$ cat config.mk
export PLATFORM = sky130hd
export DESIGN_NAME = audio_reg_decoder
export DESIGN_NICKNAME = d
export VERILOG_FILES = /design/src/rtl/audio_dec_pkg.sv /design/src/rtl/adec_addr_map.sv /design/src/rtl/adec_dsp_regs.sv /design/src/rtl/adec_rd_align.sv /design/src/rtl/audio_reg_decoder.sv
export SDC_FILE = /design/constraint.sdc
export NUM_CORES = 1
export LEC_CHECK = 0
export BUFFER_PORTS_ARGS = -buffer_cell sky130_fd_sc_hd__buf_2
export CORE_MARGIN = 10
export CORE_UTILIZATION = 63
export DETAILED_ROUTE_END_ITERATION = 8
export PLACE_DENSITY = 0.88
export SETUP_SLACK_MARGIN = 0.4
export SYNTH_ARGS = -nofsm -noshare
export SYNTH_HDL_FRONTEND = slang
export SYNTH_SLANG_ARGS = --single-unit
$ cat constraint.sdc
create_clock -name clk_i -period 8.9 [get_ports clk_i]
set_input_delay 1.335 -clock clk_i [delete_from_list [all_inputs] [get_ports clk_i]]
set_output_delay 1.335 -clock clk_i [all_outputs]
set_load 0.01 [all_outputs]
$ cat src/rtl/audio_dec_pkg.sv
package audio_dec_pkg;
  typedef enum logic [1:0] {TGT_RAM, TGT_IDX, TGT_PORT, TGT_ROM} tgt_e;

  localparam int ROM_AW   = 6;
  localparam int VSEL_BIT = 7;

  function automatic logic [7:0] rom_byte(input logic [ROM_AW-1:0] off);
    return {off, 2'b11} ^ 8'h5A;
  endfunction
endpackage

$ cat src/rtl/adec_addr_map.sv
module adec_addr_map import audio_dec_pkg::*; #(
  parameter int              ADDR_W    = 16,
  parameter logic [15:0]     IDX_ADDR  = 16'h00F2,
  parameter logic [15:0]     PORT_ADDR = 16'h00F3
) (
  input  logic [ADDR_W-1:0] addr_i,
  output tgt_e              tgt_o
);
  always_comb begin
    if (&addr_i[ADDR_W-1:ROM_AW])          tgt_o = TGT_ROM;
    else if (addr_i == ADDR_W'(IDX_ADDR))  tgt_o = TGT_IDX;
    else if (addr_i == ADDR_W'(PORT_ADDR)) tgt_o = TGT_PORT;
    else                                   tgt_o = TGT_RAM;
  end
endmodule

$ cat src/rtl/adec_dsp_regs.sv
module adec_dsp_regs import audio_dec_pkg::*; #(
  parameter int DATA_W  = 8,
  parameter int N_VOICE = 8,
  parameter int N_VREG  = 10,
  parameter int N_GREG  = 15
) (
  input  logic              clk_i,
  input  logic              rst_ni,
  input  logic              idx_we_i,
  input  logic              port_we_i,
  input  logic [DATA_W-1:0] wdata_i,
  output logic [7:0]        idx_o,
  output logic [DATA_W-1:0] port_rdata_o
);
  localparam int VW = (N_VOICE > 1) ? $clog2(N_VOICE) : 1;
  localparam int RW = (N_VREG  > 1) ? $clog2(N_VREG)  : 1;
  localparam int GW = (N_GREG  > 1) ? $clog2(N_GREG)  : 1;

  logic [7:0]        idx_q;
  logic [DATA_W-1:0] greg_q [N_GREG];
  logic [DATA_W-1:0] vreg_q [N_VOICE][N_VREG];
  logic [VW-1:0]     vnum;
  logic [RW-1:0]     rnum;
  logic [GW-1:0]     gnum;
  logic              vsel;

  // modulo fold of each index field
  assign vsel = idx_q[VSEL_BIT];
  assign vnum = VW'(32'(idx_q[6:4]) % 32'(N_VOICE));
  assign rnum = RW'(32'(idx_q[3:0]) % 32'(N_VREG));
  assign gnum = GW'(32'(idx_q[6:0]) % 32'(N_GREG));

  always_ff @(posedge clk_i or negedge rst_ni) begin
    if (!rst_ni) idx_q <= '0;
    else if (idx_we_i) idx_q <= wdata_i[7:0];
  end

  always_ff @(posedge clk_i or negedge rst_ni) begin
    if (!rst_ni) begin
      for (int g = 0; g < N_GREG; g++) greg_q[g] <= '0;
      for (int v = 0; v < N_VOICE; v++)
        for (int r = 0; r < N_VREG; r++) vreg_q[v][r] <= '0;
    end else if (port_we_i) begin
      if (vsel) vreg_q[vnum][rnum] <= wdata_i;
      else      greg_q[gnum]       <= wdata_i;
    end
  end

  assign idx_o        = idx_q;
  assign port_rdata_o = vsel ? vreg_q[vnum][rnum] : greg_q[gnum];
endmodule

$ cat src/rtl/adec_rd_align.sv
module adec_rd_align #(
  parameter int DATA_W = 8
) (
  input  logic              clk_i,
  input  logic              rst_ni,
  input  logic              rd_local_i,
  input  logic              rd_ram_i,
  input  logic [DATA_W-1:0] local_data_i,
  input  logic [DATA_W-1:0] ram_rdata_i,
  output logic [DATA_W-1:0] rdata_o
);
  logic              from_ram_q;
  logic [DATA_W-1:0] data_q;

  always_ff @(posedge clk_i or negedge rst_ni) begin
    if (!rst_ni) begin
      from_ram_q <= 1'b0;
      data_q     <= '0;
    end else if (rd_ram_i) begin
      from_ram_q <= 1'b1;
    end else if (rd_local_i) begin
      from_ram_q <= 1'b0;
      data_q     <= local_data_i;
    end
  end

  // RAM data is held by the RAM until its next read
  assign rdata_o = from_ram_q ? ram_rdata_i : data_q;
endmodule

$ cat src/rtl/audio_reg_decoder.sv
module audio_reg_decoder import audio_dec_pkg::*; #(
  parameter int          ADDR_W    = 16,
  parameter int          DATA_W    = 8,
  parameter logic [15:0] IDX_ADDR  = 16'h00F2,
  parameter logic [15:0] PORT_ADDR = 16'h00F3,
  parameter int          N_VOICE   = 8,
  parameter int          N_VREG    = 10,
  parameter int          N_GREG    = 15
) (
  input  logic              clk_i,
  input  logic              rst_ni,
  input  logic [ADDR_W-1:0] cpu_addr_i,
  input  logic              cpu_we_i,
  input  logic              cpu_re_i,
  input  logic [DATA_W-1:0] cpu_wdata_i,
  output logic [DATA_W-1:0] cpu_rdata_o,
  output logic [ADDR_W-1:0] ram_addr_o,
  output logic              ram_we_o,
  output logic              ram_re_o,
  output logic [DATA_W-1:0] ram_wdata_o,
  input  logic [DATA_W-1:0] ram_rdata_i
);
  tgt_e              tgt;
  logic              rd;
  logic [7:0]        idx;
  logic [DATA_W-1:0] port_rdata;
  logic [DATA_W-1:0] local_data;

  adec_addr_map #(.ADDR_W(ADDR_W), .IDX_ADDR(IDX_ADDR), .PORT_ADDR(PORT_ADDR)) u_map (
    .addr_i (cpu_addr_i),
    .tgt_o  (tgt)
  );

  adec_dsp_regs #(.DATA_W(DATA_W), .N_VOICE(N_VOICE), .N_VREG(N_VREG), .N_GREG(N_GREG)) u_regs (
    .clk_i        (clk_i),
    .rst_ni       (rst_ni),
    .idx_we_i     (cpu_we_i && tgt == TGT_IDX),
    .port_we_i    (cpu_we_i && tgt == TGT_PORT),
    .wdata_i      (cpu_wdata_i),
    .idx_o        (idx),
    .port_rdata_o (port_rdata)
  );

  assign rd = cpu_re_i && !cpu_we_i;

  always_comb begin
    unique case (tgt)
      TGT_IDX:  local_data = DATA_W'(idx);
      TGT_PORT: local_data = port_rdata;
      TGT_ROM:  local_data = DATA_W'(rom_byte(cpu_addr_i[ROM_AW-1:0]));
      default:  local_data = '0;
    endcase
  end

  adec_rd_align #(.DATA_W(DATA_W)) u_align (
    .clk_i        (clk_i),
    .rst_ni       (rst_ni),
    .rd_local_i   (rd && tgt != TGT_RAM),
    .rd_ram_i     (rd && tgt == TGT_RAM),
    .local_data_i (local_data),
    .ram_rdata_i  (ram_rdata_i),
    .rdata_o      (cpu_rdata_o)
  );

  assign ram_addr_o  = cpu_addr_i;
  assign ram_wdata_o = cpu_wdata_i;
  assign ram_we_o    = cpu_we_i && tgt == TGT_RAM;
  assign ram_re_o    = rd && tgt == TGT_RAM;
endmodule

* After elaboration in Yosys (flattened, before gate mapping)
Cells that the tools add are included.
** Storage, ports and cells
- Register bits after elaboration :: 777
- Input bits :: 36
- Output and inout port bits :: 34
- Logic and storage cells :: 159
** Operators by class
- Divide/modulo/power cells :: 2
- Order comparisons :: 6
- Eq/ne operators :: 5
- Mux-type cells :: 25
- Bitwise logic cells :: 6
- Reduce and logical (&&, ||, !) cells :: 17
** Operators with widths (count)
- 640-bit bitwise mux :: 1
- 80-bit binary-select mux with 3-bit select :: 1
- 80-bit demux with 3-bit select :: 1
- 80-bit two-way mux :: 3
- 120-bit bitwise mux :: 1
- 8-bit binary-select mux with 4-bit select :: 2
- 8-bit demux with 4-bit select :: 2
- 8-bit two-way mux :: 8
- 16-bit by 8-bit == test with 1-bit output (second input constant) :: 2
- 4-bit by 4-bit modulo with 32-bit output (second input constant) :: 1
- 7-bit by 4-bit modulo with 32-bit output (second input constant) :: 1
- 8-bit one-hot mux with 3 select lines :: 1
- 5-bit >= comparator (second input constant) :: 2
- 5-bit by 1-bit less-than comparator with 1-bit output (second input constant) :: 2
- 4-bit NOT with 5-bit output :: 2
- 10-bit AND reduction :: 1
- 1-bit logical AND :: 9
- 2-bit two-way mux :: 3
- 2-bit AND reduction :: 3
- 2-bit == test (second input constant) :: 2
- 4-bit >= comparator (second input constant) :: 1
- 4-bit by 1-bit less-than comparator with 1-bit output (second input constant) :: 1
- 3-bit NOT with 4-bit output :: 1
- 4-bit NOT :: 1
- other kinds (6) :: 9

* Longest topological paths before layout
Gate-level depths: netlist of run 1.
- Word-level depth :: 9
- Gate-level depth with buffers :: 32
- Gate-level depth less buffers :: 24

* By module
Synthesis of run 1 repeated with hierarchy kept, for this count alone.
** Second synthesis, totals
- Cell total of the unflattened synthesis :: 2899
- Area, all modules :: 37394.6 um^2
** By module, submodules not included
- adec_dsp_regs :: instances 1, cells each 2802, area each 36423.7 um^2, seq. area each 19218.4 um^2
- adec_rd_align :: instances 1, cells each 30, area each 478.0 um^2, seq. area each 225.2 um^2
- audio_reg_decoder :: instances 1, cells each 55, area each 407.9 um^2, seq. area each 0.0 um^2
- adec_addr_map :: instances 1, cells each 12, area each 85.1 um^2, seq. area each 0.0 um^2

* Worst setup path after synthesis of run 1
No wires, ideal clock.
- Path kind :: reg-to-reg
- Start point :: register u_regs.idx_q[1], in the netlist u_regs.idx_o[1]
- End point :: register u_regs.greg_q[80] in the netlist's numbering
- Library setup time :: 0.125 ns
- Arrival time :: 6.740 ns
- Required time :: 8.775 ns
- Slack :: 2.035 ns
- Stages on the path, launching flop included :: 31
- Path buffers :: 8
- Clock period less this slack :: 6.865 ns
- Path through :: dfrtp_1 -> clkbuf_1 -> inv_1 -> ha_1 -> and2b_1 -> o41ai_2 -> nand2b_1 -> o21ai_0 -> ha_1 -> nand2_1 -> nor4_1 -> a31o_1 -> or4_1 -> buf_2 -> nor2_4 -> a21o_1 -> buf_2 -> clkbuf_1 -> ha_1 -> clkbuf_1 -> nand2_1 -> nor2_1 -> nor3_1 -> o32ai_2 -> mux2_4 -> buf_6 -> or3_1 -> buf_2 -> nand2b_4 -> buf_6 -> mux2_4
** On the way
- Word-level cells in the longest chain between the ends :: 7
- Elaborated cells on any way between the ends :: 8
- Those cells by class :: div (1); order compare (2); mux (3); bitwise (1); reduce/logical (1)
** Ends and longest elaborated chain
- from (decl) :: RTL line adec_dsp_regs.sv:19 : logic [7:0] idx_q;
- from (signal assigned) :: RTL line adec_dsp_regs.sv:35 : else if (idx_we_i) idx_q <= wdata_i[7:0];
- 7-bit by 4-bit modulo with 32-bit output * :: RTL line adec_dsp_regs.sv:31 : assign gnum = GW'(32'(idx_q[6:0]) % 32'(N_GREG));
- 4-bit NOT with 5-bit output (implied by the code) * :: RTL line adec_dsp_regs.sv:45 : else greg_q[gnum] <= wdata_i;
- 5-bit >= comparator (implied by the code) or 5-bit by 1-bit less-than comparator with 1-bit output (tied branches) :: RTL line adec_dsp_regs.sv:45
- 1-bit logical AND (implied by the code) :: RTL line adec_dsp_regs.sv:45
- 8-bit two-way mux (implied by the code) :: RTL line adec_dsp_regs.sv:45
- 8-bit demux with 4-bit select * :: RTL line adec_dsp_regs.sv:45
- 120-bit bitwise mux * :: RTL line adec_dsp_regs.sv:45
- to (signal, indexed assignment) :: RTL line adec_dsp_regs.sv:45
- to (decl) :: RTL line adec_dsp_regs.sv:20 : logic [DATA_W-1:0] greg_q [N_GREG];
Mark *: on every way between the ends. The rest lies on a longest branch, timed or not.
A chain may end at the register's enable or synchronous reset.

* Worst setup path after layout of run 1
- Start point :: register u_regs.idx_q[1], in the netlist u_regs.idx_o[1]
- End point :: register u_regs.greg_q[64] in the netlist's numbering
Same word-level chain as after synthesis.

==> results of run 1 <==
==> cells in the final DEF (no fill, tap or decap), types with 17 or more instances in the layout <==
cell / n
a211oi_1: 17
a21oi_1: 53
buf_2: 68
buf_4: 40
clkbuf_1: 23
clkbuf_16: 80
dfrtp_1: 772
mux2_2: 780
mux2i_1: 54
mux4_2: 21
nand2_1: 129
nand3_1: 32
nor2_1: 144
nor3_1: 34
nor4_1: 38
o21ai_0: 45
o221ai_1: 36
o22ai_1: 235
==> power groups by stage <==
stage | clock network, mW | registers, mW | logic (mW)
after global routing | 3.59 | 3.53 | 0.194
final | 3.44 | 3.54 | 0.179
after global placement | 0 | 3.60 | 0.170
after detailed placement | 0 | 3.60 | 0.178
after CTS | 3.45 | 3.54 | 0.179
after floorplan | 0 | 3.60 | 0.0639
==> registers in the layout, summed over array words and instances (netlist names) <==
| name | cells |
|---|---|
| u_regs.vreg_q | 640 |
| u_regs.greg_q | 120 |
| u_align.data_q | 8 |
| u_regs.idx_o | 8 |
| u_align.from_ram_q | 1 |
==> path summary, 6_finish.rpt <==
check / startpoint / end / slack (ns) / depth (start not counted)
min in group asynchronous: rst_ni / u_regs.greg_q[26] / 0.74 / 1
max in group asynchronous: rst_ni / u_regs.vreg_q[504] / 6.12 / 3
setup / recovery: u_regs.idx_o[1] / u_regs.greg_q[64] / 1.26 / 24
hold reg to reg: u_regs.greg_q[28] / u_regs.greg_q[28] / 0.51 / 1
hold / removal: u_regs.greg_q[28] / u_regs.greg_q[28] / 0.51 / 1
setup reg to reg: u_regs.idx_o[1] / u_regs.greg_q[64] / 1.26 / 24
==> repair_timing <==
action | CTS | global route
gates resized for setup | 0 | 2
endpoints found under the hold margin | 0 | 0
setup endpoints to repair | 0 | 8
hold buffers | 0 | 0
==> through the flow <==
stage	worst slack [ns]	hold slack (ns)	instances	utilization [%]
2_1_floorplan	2.03	0.458	2903	-
3_3_place_gp	1.26	0.483	3537	64.5
3_5_place_dp	0.974	0.490	3537	64.5
4_1_cts	0.840	0.504	3683	69.2
5_1_grt	0.686	0.507	3683	69.3
6_report	1.26	0.507	3683	69.3
==> synthesized netlist by cell type (17+ instances only) <==
cell,count,area [sq um]
mux2_2,780,8780
dfrtp_1,777,19400
o22ai_1,235,1470
clkbuf_1,180,676
nor2_1,144,541
nand2_1,133,499
mux2i_1,55,551
a21oi_1,53,265
o21ai_0,46,230
nor4_1,38,238
o221ai_1,36,315
nor3_1,34,170
nand3_1,32,160
buf_4,25,188
mux4_2,21,473
buf_1,20,75.1
a211oi_1,17,128
==> per-layer routing <==
metal / wire [um] / share of wire (%) / vias up
met5: 0 / 0 / -
met4: 7020 / 6.6 / 0
met3: 10500 / 9.8 / 498
met2: 49500 / 46 / 1824
met1: 39600 / 37 / 13517
li1: - / - / 10699
==> cells by family (layout without fill, tap and decap cells) <==
group                    Yosys count  after routing  synth area share, %
adder cells (fa/ha/maj)            8              8                0.275
AO/OA/AOI/OAI                    503            503                 9.33
AND/OR/NAND/NOR                  476            476                 6.32
multiplexers                     869            869                 27.4
buffers and inverters            260            275                 3.05
XOR/XNOR                          10             10                0.240
flip-flops                       777            777                 53.4
==> area by class of cell <==
class / instances / area [sq um] / area share, %
timing repair buffer: 112 / 716 / 1.80
tap: 765 / 957 / 2.40
sequential: 777 / 19500 / 48.9
multi-input combinational: 1866 / 15900 / 40.0
clock inverter: 32 / 465 / 1.17
inverter: 17 / 63.8 / 0.160
clock buffer: 114 / 2240 / 5.63
==> flow_metrics.env, run 1 <==
export IMPL_grt_util_met3_pct=7.20
export IMPL_drtAntennaViolNets=0
export IMPL_cts_tree="built"
export IMPL_fmax_mhz=131
export IMPL_ir_worst_vdd_mv=0.193
export IMPL_syn_area_sq_um=36400
export IMPL_p_int_mw=5.52
export IMPL_final_area_sq_um=39800
export IMPL_required_ns=9.39
export IMPL_synthCells=2903
export IMPL_die_x_um=260
export IMPL_worst_setup_path_type="reg -> reg"
export IMPL_place_gp_congestion=0.911
export IMPL_viasPerCell=7.21
export IMPL_swShare_pct=22.9
export IMPL_critical_path_slowest_cell="dfrtp_2"
export IMPL_finalCriticalPeriod_ns=7.64
export IMPL_wirelength_um=107000
export IMPL_pwr_share_clk_pct=48.1
export IMPL_die_area_sq_um=67800
export IMPL_die_h_um=260
export IMPL_grt_pass1_wl_um=164000
export IMPL_drv_slew=0
export IMPL_setup_viol=0
export IMPL_vias=26538
export IMPL_crit_family="simple AND/OR/NAND/NOR gates"
export IMPL_dr_pass1_iters=6
export IMPL_path_max_fanout=23
export IMPL_wl_per_cell_um=29.0
export IMPL_p_total_mw=7.16
export IMPL_p_leak_nw=19.1
export IMPL_htree_num_levels=3
export IMPL_layout_nets=2898
export IMPL_drt_iter0_drc=3331
export IMPL_fin_crit_sh_pct=85.8
export IMPL_synth_avg_cell_area_sq_um=12.5
export IMPL_cts_sinks=777
export IMPL_area_growth_pct=9.26
export IMPL_synthFlopType="dfrtp_1"
export IMPL_grt_max_degree=193
export IMPL_io_pins=70
export IMPL_cts_buffer_depth=3
export IMPL_crit_path_start_kind="flip-flop"
export IMPL_tightest_slew_ns=1.34
export IMPL_p_per_area_nw_per_um2=180
export IMPL_setup_tns_ns=0
export IMPL_skew_ns=0.0479
export IMPL_grt_ovfl_total=0
export IMPL_worstPathCellList="inv_1, ha_1, and2b_1, o41ai_2, buf_4, nand2b_1, o21ai_0, ha_1, nand2_1, nor4_1, a31o_1, or4_1, nor2_4, a21o_1, buf_4, ha_1, nand2_1, nor2_1, nor3_1, o32ai_4, xnor2_1, or3_1, nor2b_2, mux2_2"
export IMPL_slew_headroom_pct=11.0
export IMPL_holdCritPathClass="reg -> reg"
export IMPL_use_met1_pct=39.3
export IMPL_grt_use_total_pct=31.2
export IMPL_synth_cell_types=81
export IMPL_synth_seq_area_share_pct=53.4
export IMPL_rows=88
export IMPL_busiest_layer="met2"
export IMPL_post_route_cells_drive_above_1_share_pct=37.3
export IMPL_insertion_delay_ns=0.66
export IMPL_status="complete, no violations"
export IMPL_path_clk_slew_ns=0.06
export IMPL_initial_utilization_pct=63.4
export IMPL_yosysWarnings=0
export IMPL_crit_buf_inv=3
export IMPL_yosys_register_bits=777
export IMPL_crit_arrival_ns=8.13
export IMPL_synthArstFlopShare_pct=100
export IMPL_fill_cells=3728
export IMPL_hold_viol=0
export IMPL_port_buffers=69
export IMPL_hpwl_um=62200
export IMPL_p_seq_share_pct=49.4
export IMPL_p_sw_mw=1.64
export IMPL_core_sq_um=57500
export IMPL_cp_slowest_stage_delay_ns=0.62
export IMPL_synth_enable_flop_cells=0
export IMPL_crit_path_end_kind="flip-flop"
export IMPL_cpMostUsedCell="ha_1"
export IMPL_postCtsSetupBuffers=0
export IMPL_drt_drc_violations_left=0
export IMPL_diodes=0
export IMPL_grt_pass1_vias=27322
export IMPL_met2_usage_pct=48.5
export IMPL_maxCapViolations=0
export IMPL_antenna_found_initial=1
export IMPL_placed_area_sq_um=37100
export IMPL_cts_root_buf="clkbuf_16"
export IMPL_p_comb_share_pct=2.5
export IMPL_rsz0062_at_grt="no"
export IMPL_synth_fp_nets=2947
export IMPL_cts_buffers=80
Note: power is estimated with default switching activity, not from simulation.
==> run 2, diff against run 1 <==
Settings changed: CORE_ASPECT_RATIO set to 0.8, CORE_MARGIN 10 to 1.5.
==> flow_metrics.env, run 2 (synthesis results as in run 1) <==
export IMPL_hold_viol=0
export IMPL_reg_top3="u_regs.vreg_q (640), u_regs.greg_q (120)"
export IMPL_crit_family="simple AND/OR/NAND/NOR gates"
export IMPL_grt_pass1_vias=26680
export IMPL_use_met1_pct=50.7
export IMPL_cp_slowest_stage_delay_ns=0.80
export IMPL_vias=26486
export IMPL_fmax_mhz=126
export IMPL_status="finished with violations"
export IMPL_met2_usage_pct=53.1
export IMPL_crit_arrival_ns=8.45
export IMPL_viasPerCell=7.22
export IMPL_p_leak_nw=19.1
export IMPL_cts_buffer_depth=3
export IMPL_p_per_area_nw_per_um2=175
export IMPL_crit_buf_inv=5
export IMPL_wirelength_um=108000
export IMPL_placed_area_sq_um=37200
export IMPL_p_total_mw=6.93
export IMPL_drtAntennaViolNets=0
export IMPL_drt_drc_violations_left=0
export IMPL_fin_crit_sh_pct=89.0
export IMPL_path_max_fanout=24
export IMPL_htree_num_levels=3
export IMPL_violations="max-capacitance violations"
export IMPL_whs_ns=0.508
export IMPL_io_pins=70
export IMPL_initial_utilization_pct=64.0
export IMPL_ir_worst_vdd_mv=0.150
export IMPL_wl_per_cell_um=29.4
export IMPL_grt_use_total_pct=36.6
export IMPL_rows=78
export IMPL_hpwl_um=65100
export IMPL_maxCapViolations=1
export IMPL_layout_nets=2896
export IMPL_fill_cells=3725
export IMPL_largest_reg_flops=640
export IMPL_critical_path_slowest_cell="dfrtp_1"
export IMPL_skew_ns=0.0291
export IMPL_area_growth_pct=8.72
export IMPL_mostFrequentLayoutCell="mux2_2"
export IMPL_slew_headroom_pct=0.301
export IMPL_die_area_sq_um=59300
export IMPL_tightest_slew_ns=1.46
export IMPL_insertion_delay_ns=0.65
export IMPL_required_ns=9.42
export IMPL_die_x_um=272
export IMPL_port_buffers=69
export IMPL_busiest_layer="met2"
export IMPL_grt_util_met3_pct=12.5
export IMPL_dr_pass1_iters=6
export IMPL_grt_ovfl_total=0
export IMPL_grt_pass1_wl_um=165000
export IMPL_setup_viol=0
export IMPL_core_sq_um=56900
export IMPL_antenna_found_initial=5
export IMPL_crit_path_start_kind="flip-flop"
export IMPL_path_clk_slew_ns=0.06
export IMPL_final_area_sq_um=39600
export IMPL_cts_sinks=777
export IMPL_rrSetupSlack_ns=0.97
export IMPL_cts_tree="built"
export IMPL_crit_path_end_kind="flip-flop"
export IMPL_cts_buffers=74
export IMPL_holdCritPathClass="reg -> reg"
export IMPL_drv_slew=0
export IMPL_setup_tns_ns=0
export IMPL_die_h_um=218
export IMPL_worst_setup_path_type="reg -> reg"
export IMPL_rsz0062_at_grt="no"
export IMPL_grt_max_degree=178
export IMPL_cts_root_buf="clkbuf_16"
export IMPL_regMostFlops="u_regs.vreg_q"
export IMPL_finalCriticalPeriod_ns=7.93
export IMPL_drt_iter0_drc=3672
export IMPL_layout_common_cells="780 x mux2_2, 773 x dfrtp_1, 235 x o22ai_1, 144 x nor2_1, 129 x nand2_1"
export IMPL_post_route_cells_drive_above_1_share_pct=37.2
export IMPL_place_gp_congestion=0.974
export IMPL_postCtsSetupBuffers=0
[run 2: cell types whose count changed in the layout (fill, tap and decap cells not counted), moves of 2 or more]
cell,delta
clkbuf_16,-6
clkinvlp_4,-4
buf_12,+3
clkbuf_8,-3
clkinv_16,-3
clkbuf_1,-2
clkinv_2,+2
clkinv_8,+2
inv_6,+2
[run 2: final cells by class]
type	instances	area, sq um	area share (%)
sequential	777	19500	49.1
multi-input combinational	1866	15900	40.2
clock buffer	103	2040	5.15
tap	760	951	2.40
timing repair buffer	116	783	1.98
clock inverter	30	405	1.02
inverter	17	63.8	0.161
antenna	1	2.50	0.00632
[run 2: timing repair]
action	in CTS	in global routing
setup endpoints to repair	0	8
gates resized for setup	0	1
hold buffers	0	0
endpoints found under the hold margin	0	0
[run 2: stage by stage]
stage / instances / setup WS, ns / util, %
6_report: 3670 / 0.975 / 69.6
4_1_cts: 3669 / 0.995 / 69.6
3_5_place_dp: 3536 / 1.08 / 65.3
5_1_grt: 3669 / 0.527 / 69.6
2_1_floorplan: 2903 / 2.03 / -
3_3_place_gp: 3536 / 1.30 / 65.3
[run 2: final timing paths]
path	from	endpoint	cells past startpoint
setup / recovery	u_regs.idx_o[1]	u_regs.greg_q[40]	26
setup reg to reg	u_regs.idx_o[1]	u_regs.greg_q[40]	26
max in group asynchronous	rst_ni	u_regs.vreg_q[173]	2
hold reg to reg	u_regs.vreg_q[108]	u_regs.vreg_q[108]	1
hold / removal	u_regs.vreg_q[108]	u_regs.vreg_q[108]	1
min in group asynchronous	rst_ni	u_regs.vreg_q[107]	1
[run 2: metal layers]
metal	part of all wire (%)	wire length (um)	vias up
met1	40	42800	13610
met2	44	47000	1795
met5	0.034	37	-
met3	13	13700	397
met4	4.1	4410	6
li1	-	-	10678
[run 2: where the power goes]
group | switching (mW) | internal [mW] | total, mW
registers | 0.00243 | 3.53 | 3.53
logic | 0.150 | 0.0280 | 0.178
clock network | 1.42 | 1.80 | 3.22
total | 1.57 | 5.36 | 6.93
[run 2: worst register-to-register path, delay by kind of cell (launching register included)]
kind,cells,cell delay (ns)
AND/OR/NAND/NOR,11,2.65
buffers and inverters,5,1.44
adder cells (fa/ha/maj),3,1.15
AO/OA/AOI/OAI,5,1.15
flip-flops,1,0.80
multiplexers,2,0.62
